[src/rtl/strap_pkg.sv]
`timescale 1ns/1ps
package strap_pkg;
    localparam int FS_W    = 3;
    localparam int STRAP_W = FS_W + 2;

    typedef enum logic [1:0] {
        ST_WAIT  = 2'd0,
        ST_COUNT = 2'd1,
        ST_RUN   = 2'd2
    } seq_state_e;

    typedef struct packed {
        logic            test;
        logic            tbl;
        logic [FS_W-1:0] fs;
    } strap_t;

    function automatic strap_t to_strap(input logic [STRAP_W-1:0] raw);
        return strap_t'(raw);
    endfunction

    function automatic logic pick_bit(input logic use_reg, input logic lat_b, input logic reg_b);
        return use_reg ? reg_b : lat_b;
    endfunction
endpackage

[src/rtl/lp_ctrl.sv]
`timescale 1ns/1ps
module lp_ctrl (
    input  logic clk,
    input  logic rst,
    input  logic pdown,
    output logic lp
);
    always_ff @(posedge clk or posedge pdown) begin
        if (pdown) begin
            lp <= 1'b1;
        end else if (rst) begin
            lp <= 1'b0;
        end else begin
            lp <= 1'b0;
        end
    end
endmodule

[src/rtl/strap_seq.sv]
`timescale 1ns/1ps
module strap_seq
    import strap_pkg::*;
#(
    parameter int POR_CYCLES = 16
) (
    input  logic clk,
    input  logic rst,
    input  logic pwrgd_n,
    input  logic freeze,
    output logic capture,
    output logic out_en
);
    localparam int CNT_W = (POR_CYCLES > 1) ? $clog2(POR_CYCLES) : 1;
    localparam logic [CNT_W-1:0] CNT_LAST = CNT_W'(POR_CYCLES - 1);

    seq_state_e       state_q;
    logic [CNT_W-1:0] cnt_q;

    assign capture = (state_q == ST_WAIT) && !pwrgd_n && !freeze;
    assign out_en  = (state_q == ST_RUN);

    always_ff @(posedge clk) begin
        if (rst) begin
            state_q <= ST_WAIT;
            cnt_q   <= '0;
        end else if (!freeze) begin
            unique case (state_q)
                ST_WAIT: begin
                    if (capture) begin
                        state_q <= ST_COUNT;
                        cnt_q   <= '0;
                    end
                end
                ST_COUNT: begin
                    if (cnt_q == CNT_LAST) begin
                        state_q <= ST_RUN;
                    end else begin
                        cnt_q <= cnt_q + 1'b1;
                    end
                end
                default: state_q <= ST_RUN;
            endcase
        end
    end
endmodule

[src/rtl/strap_capture.sv]
`timescale 1ns/1ps
module strap_capture
    import strap_pkg::*;
(
    input  logic               clk,
    input  logic               rst,
    input  logic               capture,
    input  logic [STRAP_W-1:0] raw,
    output strap_t             q
);
    always_ff @(posedge clk) begin
        if (rst) begin
            q <= '0;
        end else if (capture) begin
            q <= to_strap(raw);
        end
    end
endmodule

[src/rtl/freq_select.sv]
`timescale 1ns/1ps
module freq_select
    import strap_pkg::*;
(
    input  strap_t          lat,
    input  logic            reg_src,
    input  logic [FS_W-1:0] reg_fs,
    input  logic            reg_tbl,
    input  logic            ss_a,
    input  logic            ss_b,
    output logic [FS_W-1:0] fs_out,
    output logic            tbl_out,
    output logic            ss_out
);
    for (genvar i = 0; i < FS_W; i++) begin : g_fs
        assign fs_out[i] = pick_bit(reg_src, lat.fs[i], reg_fs[i]);
    end
    assign tbl_out = pick_bit(reg_src, lat.tbl, reg_tbl);
    assign ss_out  = ss_a & ss_b;
endmodule

[src/rtl/strap_latch_ctrl.sv]
`timescale 1ns/1ps
module strap_latch_ctrl
    import strap_pkg::*;
#(
    parameter int POR_CYCLES = 16
) (
    input  logic               clk,
    input  logic               rst,
    input  logic               pwrgd_n,
    input  logic               pdown,
    input  logic [STRAP_W-1:0] strap_pins,
    input  logic               reg_src,
    input  logic [FS_W-1:0]    reg_fs,
    input  logic               reg_tbl,
    input  logic               reg_ss_a,
    input  logic               reg_ss_b,
    output logic [STRAP_W-1:0] strap_q,
    output logic               pins_out_en,
    output logic [FS_W-1:0]    freq_code,
    output logic               table_sel,
    output logic               test_mode,
    output logic               spread_en,
    output logic               low_power
);
    logic   lp;
    logic   cap;
    strap_t lat;

    lp_ctrl u_lp (
        .clk   (clk),
        .rst   (rst),
        .pdown (pdown),
        .lp    (lp)
    );

    strap_seq #(.POR_CYCLES(POR_CYCLES)) u_seq (
        .clk     (clk),
        .rst     (rst),
        .pwrgd_n (pwrgd_n),
        .freeze  (lp),
        .capture (cap),
        .out_en  (pins_out_en)
    );

    strap_capture u_cap (
        .clk     (clk),
        .rst     (rst),
        .capture (cap),
        .raw     (strap_pins),
        .q       (lat)
    );

    freq_select u_sel (
        .lat     (lat),
        .reg_src (reg_src),
        .reg_fs  (reg_fs),
        .reg_tbl (reg_tbl),
        .ss_a    (reg_ss_a),
        .ss_b    (reg_ss_b),
        .fs_out  (freq_code),
        .tbl_out (table_sel),
        .ss_out  (spread_en)
    );

    assign strap_q   = lat;
    assign test_mode = lat.test;
    assign low_power = lp;
endmodule

[config.mk]
export PLATFORM = sky130hd
export DESIGN_NAME = strap_latch_ctrl
export DESIGN_NICKNAME = d
export VERILOG_FILES = /design/src/rtl/strap_pkg.sv /design/src/rtl/lp_ctrl.sv /design/src/rtl/strap_seq.sv /design/src/rtl/strap_capture.sv /design/src/rtl/freq_select.sv /design/src/rtl/strap_latch_ctrl.sv
export SDC_FILE = /design/constraint.sdc
export NUM_CORES = 1
export LEC_CHECK = 0
export CAP_MARGIN = 25
export CORE_MARGIN = 1
export CORE_UTILIZATION = 34
export CTS_BUF_LIST = sky130_fd_sc_hd__clkbuf_4
export CTS_CLUSTER_DIAMETER = 60
export DETAILED_ROUTE_END_ITERATION = 16
export PLACE_DENSITY = 0.68
export SLEW_MARGIN = 20
export SYNTH_ARGS = -nofsm -noshare
export SYNTH_HDL_FRONTEND = slang
export SYNTH_SLANG_ARGS = --single-unit
[constraint.sdc]
create_clock -name clk -period 2.55 [get_ports clk]
set_input_delay 0.51 -clock clk [delete_from_list [all_inputs] [get_ports clk]]
set_output_delay 0.51 -clock clk [all_outputs]
set_load 0.01 [all_outputs]
# After elaboration in Yosys (flattened, before gate mapping)
# Cells that the tools add are included.
# W data, S select, Z words.
# word_totals
elab_cells	33
out_inout_bits	13
in_bits	16
register_bits	12
# classes
n_eq_ne	6
n_addsub	1
n_bitwise	2
reduce_logical	8
n_mux	10
# ops
cell	n
$mux W4	2
$pmux W4 S2	1
$add A4 B1 Y4 const B	1
$eq A4 B4 Y1 const B	1
$mux W1	4
$mux W2	2
$ne A2 B2 Y1 const B	2
$pmux W2 S2	1
$reduce_and A4 Y1	1
$reduce_and A3 Y1	1
$eq A2 B1 Y1 const B	1
$eq A2 B2 Y1 const B	1
$logic_and A1 B1 Y1	2
$logic_not A1 Y1	2
$logic_not A2 Y1	1
$ne A2 B1 Y1 const B	1
$reduce_bool A2 Y1	1
$and A1 B1 Y1	1
$not A1 Y1	1

# Depth between registers and ports, before layout
# depth
ltp_word	5
mapped_depth	4
ltp_nobuf	4

# By module
# From an unflattened synthesis, not the netlist that was laid out.
# hier_totals
cells_unflattened	65
area_unflattened_um2	631.9
# modules_own_cells
module	seq_area_each_um2	n_inst	cells_each	area_each_um2
strap_seq	120.1	1	40	359.1
strap_capture	100.1	1	16	180.2
freq_select	0.0	1	5	51.3
lp_ctrl	26.3	1	3	33.8
strap_latch_ctrl	0.0	1	1	7.5

# Least setup slack after synthesis
# Ideal clock, no wire load.
# synth_timing
kind	input -> output
startpoint	in reg_src
endpoint	out freq_code[0]
n_path_buf	0
setup_slack_ns	1.195
cell_stages	1
required_ns	2.040
arrival_time_ns	0.845
cell_sequence	mux2_2
# synth_between
elab_chain_len	1
# synth_lines
item	line_no	rtl
start, declared	strap_latch_ctrl.sv:12	input logic reg_src,
$mux W1	strap_pkg.sv:23	return use_reg ? reg_b : lat_b;
end, declared	strap_latch_ctrl.sv:19	output logic [FS_W-1:0] freq_code,
# No other way between the ends.

# Worst setup path in the final report
# layout_timing
startpoint	in reg_src
endpoint	out freq_code[2]
# The elaborated chain is that of the path after synthesis.

==> metrics.md <==
| Metric | Value |
|---|---|
| Rows | 15 |
| Setup crit end | freq_code[2] |
| Net Count, Synth | 79 |
| Final Max Slew Viols | 0 |
| Max stage delay on crit path | 550 ps |
| Critical Path RT | about 2000 ps |
| Avg Cell Area, Syn | ~10 um^2 |
| Critical path launch point type | input port |
| Tot Pwr | between 0.4 and 0.5 mW |
| CP startpoint | reg_src |
| Multi-input gate area in the final layout | between 300 and 400 um^2 |
| Largest net degree at the start of global routing | 12 |
| Post-DP HPWL | 1020 um |
| Core Region | 0.00173 mm^2 |
| Worst path cell trace | clkdlybuf4s50_1, mux2_2, clkdlybuf4s50_1 |
| Tot GR Track Use | 14.5% |
| Worst min-delay path class | flop to flop |
| Die H | 45.1 um |
| First-pass GRT wire length | 2110 um |
| Clk_skew | 0.389 ps |
| Final WL | roughly 1400 um |
| Min cycle time layout | ~2400 ps |
| Post-CTS Setup Bufs | 0 |
| Vias/cell | 5.03 |
| Clock Tree Buf Depth | 2 |
| CP Capture Type | output pin |
| Total number of vias | just under 600 |
| Run status | finished clean |
| Synth warn | 0 |
| Wirelength per Cell | 11.7 um |
| CTS Hold Bufs | 0 |
| Mapped Area | about 630 um^2 |
| CP Max Fanout | 4 |
| FF-to-FF End | u_seq.cnt_q[0]$_SDFFE_PP0P_ |
| Initial cell density of the core | 36.5% |
| DR iter-0 viols | 17 |
| Layout cells sized above 1 | 14.4% |
| Number of remaining DRC errors | 0 |
| Yosys reg bits | 12 |
| CP max stage cell | clkdlybuf4s50_1 |
| FF/Latch Area | 246 um^2 |
| Crit Reg-Reg Startpoint | u_seq.cnt_q[0]$_SDFFE_PP0P_ |
| Setup slack, reg-to-reg | 1090 ps |
| Area leader, netlist | dfxtp_1 |
| Ys async rst share | ~8.3% |
| RSZ-0062 raised after global routing | false |
| Clk sink count | 12 |
| Maxcap violations | 0 |
| # port buffers | 28 |
| Measured slew at the worst slew-check pin | 557 ps |
| Netlist cell types | 26 |
| Post-synth EDFFs | 0 |
| Final worst-path cycle share | 94.1% |
| CTS tree | done |
| Antenna diodes | 0 |
| Setup Crit Path Kind | input port to output pin |
| RePlAce Congestion | 0.793 |
| Num CTS Buffers | 3 |
| Boundary Pins | 29 |
| Vias in the first global route | ~490 |
| Initial antenna violation count | 0 |
| Die ar. | 0.00203 mm^2 |
| Layout area overhead | 48.4% |
| Commonest non-fill, non-tap cells in the layout | clkdlybuf4s50_1, dfxtp_1, a21oi_1, nor2_1, mux2i_1 |
| Top-area cell type share of the netlist area | 34.9% |
| Setup TNS | 0 ps |
| CP dominant cell by count | clkdlybuf4s50_1 |
| # setup viols final | 0 |
| Root Driver | clkbuf_4 |
| Chip Width | approximately 45 um |
| Max Freq | 417 MHz |
| Commonest non-fill, non-tap cell in the layout | clkdlybuf4s50_1 |
| Worst-Skew Late Latency | 270 ps |
| Layout fillers | between 150 and 200 |
| Mapped Cells | 62 |
| Ys flop type | dfxtp_1 |
| DRT antenna net count | 0 |
| GR Overflow Total | 0 |
| Hold Vio Cnt, Final | 0 |
| Synth area leaders | dfxtp_1, mux2i_1, mux2_2 |
| Clock transition at path regs | 70 ps |
| Drt pass-1 iters | 4 |
| H-tree Lvls | 1 |
| Post-synthesis sequential area ratio | roughly 39% |
| Max transition margin | 62.6% |
| CP arrival | 1890 ps |
| Lkg Pwr | 0.334 nW |
| Pwr dens | around 440 mW/mm^2 |
| # nets final | 108 |
| Post-CTS Resized | 0 |
| Peak supply drop | 0.268 mV |
| Reg2Reg Depth | 4 |
## critical path, delay by kind of cell
family   cells  cell delay (ps)
buf+inv      2             1030
mux          1              350
## registers in the layout (all words and copies together), names as in the netlist
register / flops
u_seq.cnt_q: 4
u_lp.lp: 1
u_cap.q: 5
u_seq.state_q: 2
## layout make-up
type / count / area share (%)
clock buffer: 3 / 2.41
clock inverter: 1 / 0.401
tap: 25 / 3.34
sequential: 12 / 26.3
timing repair buffer: 28 / 29.9
multi-input combinational: 44 / 36.8
inverter: 2 / 0.802
## cells by family after synthesis
family,synth area share (%)
other,0.595
AND/OR/NAND/NOR,24.8
AO/OA/AOI/OAI,12.1
flip-flops,39.1
multiplexers,15.1
adder cells (fa/ha/maj),1.98
buffers and inverters,6.35
## worst min path at each step
stage | from | endpoint | slack (ps) | cells after the start
4_1_cts | u_seq.cnt_q[1]$_SDFFE_PP0P_ | u_seq.cnt_q[1]$_SDFFE_PP0P_ | 490 | 2
3_5_place_dp | u_seq.cnt_q[1]$_SDFFE_PP0P_ | u_seq.cnt_q[1]$_SDFFE_PP0P_ | 480 | 2
6_report | u_seq.cnt_q[1]$_SDFFE_PP0P_ | u_seq.cnt_q[1]$_SDFFE_PP0P_ | 490 | 2
3_3_place_gp | u_seq.cnt_q[1]$_SDFFE_PP0P_ | u_seq.cnt_q[1]$_SDFFE_PP0P_ | 480 | 2
5_1_grt | pdown | u_lp.lp$_DFF_PP1_ | 520 | 2
2_1_floorplan | pdown | u_lp.lp$_DFF_PP1_ | 400 | 1
## metal layers
metal / wire, um / vias to the layer above / part of all wire (%) / track usage (%)
li1: - / 282 / - / -
met1: 588 / 278 / 44 / 17.3
met2: 686 / 18 / 51 / 23.8
met3: 76 / 0 / 5.6 / 5.20
met4: 0 / 0 / 0 / 5.45
met5: 0 / - / 0 / 0
## per-stage QoR
stage                     worst slack [ps]  utilization [%]  instances  area [um^2]  hold WS (ps)
after CTS                              139             54.2        115          936           494
after floorplan                       1190                -         62          631           400
after global routing                  94.3             54.2        115          936           516
after detailed placement               145             52.7        111          910           483
after global placement                 144             52.7        111          910           475
final                                  151             54.2        115          936           491
## power by group
part / internal (mW) / total, mW / switching [mW]
registers: 0.196 / 0.207 / 0.0107
logic: 0.0567 / 0.0854 / 0.0287
clock network: 0.0566 / 0.117 / 0.0605
total: 0.309 / 0.409 / 0.0999
## synth_stat cells, types with 2 or more instances
cell type  number
a21oi_1         6
and2b_2         2
buf_4           2
dfxtp_1        11
inv_1           2
mux2_2          4
mux2i_1         5
nand3_1         3
nand3b_1        2
nor2_1          6
o41ai_1         4
Power figures use the tool's default switching activity.
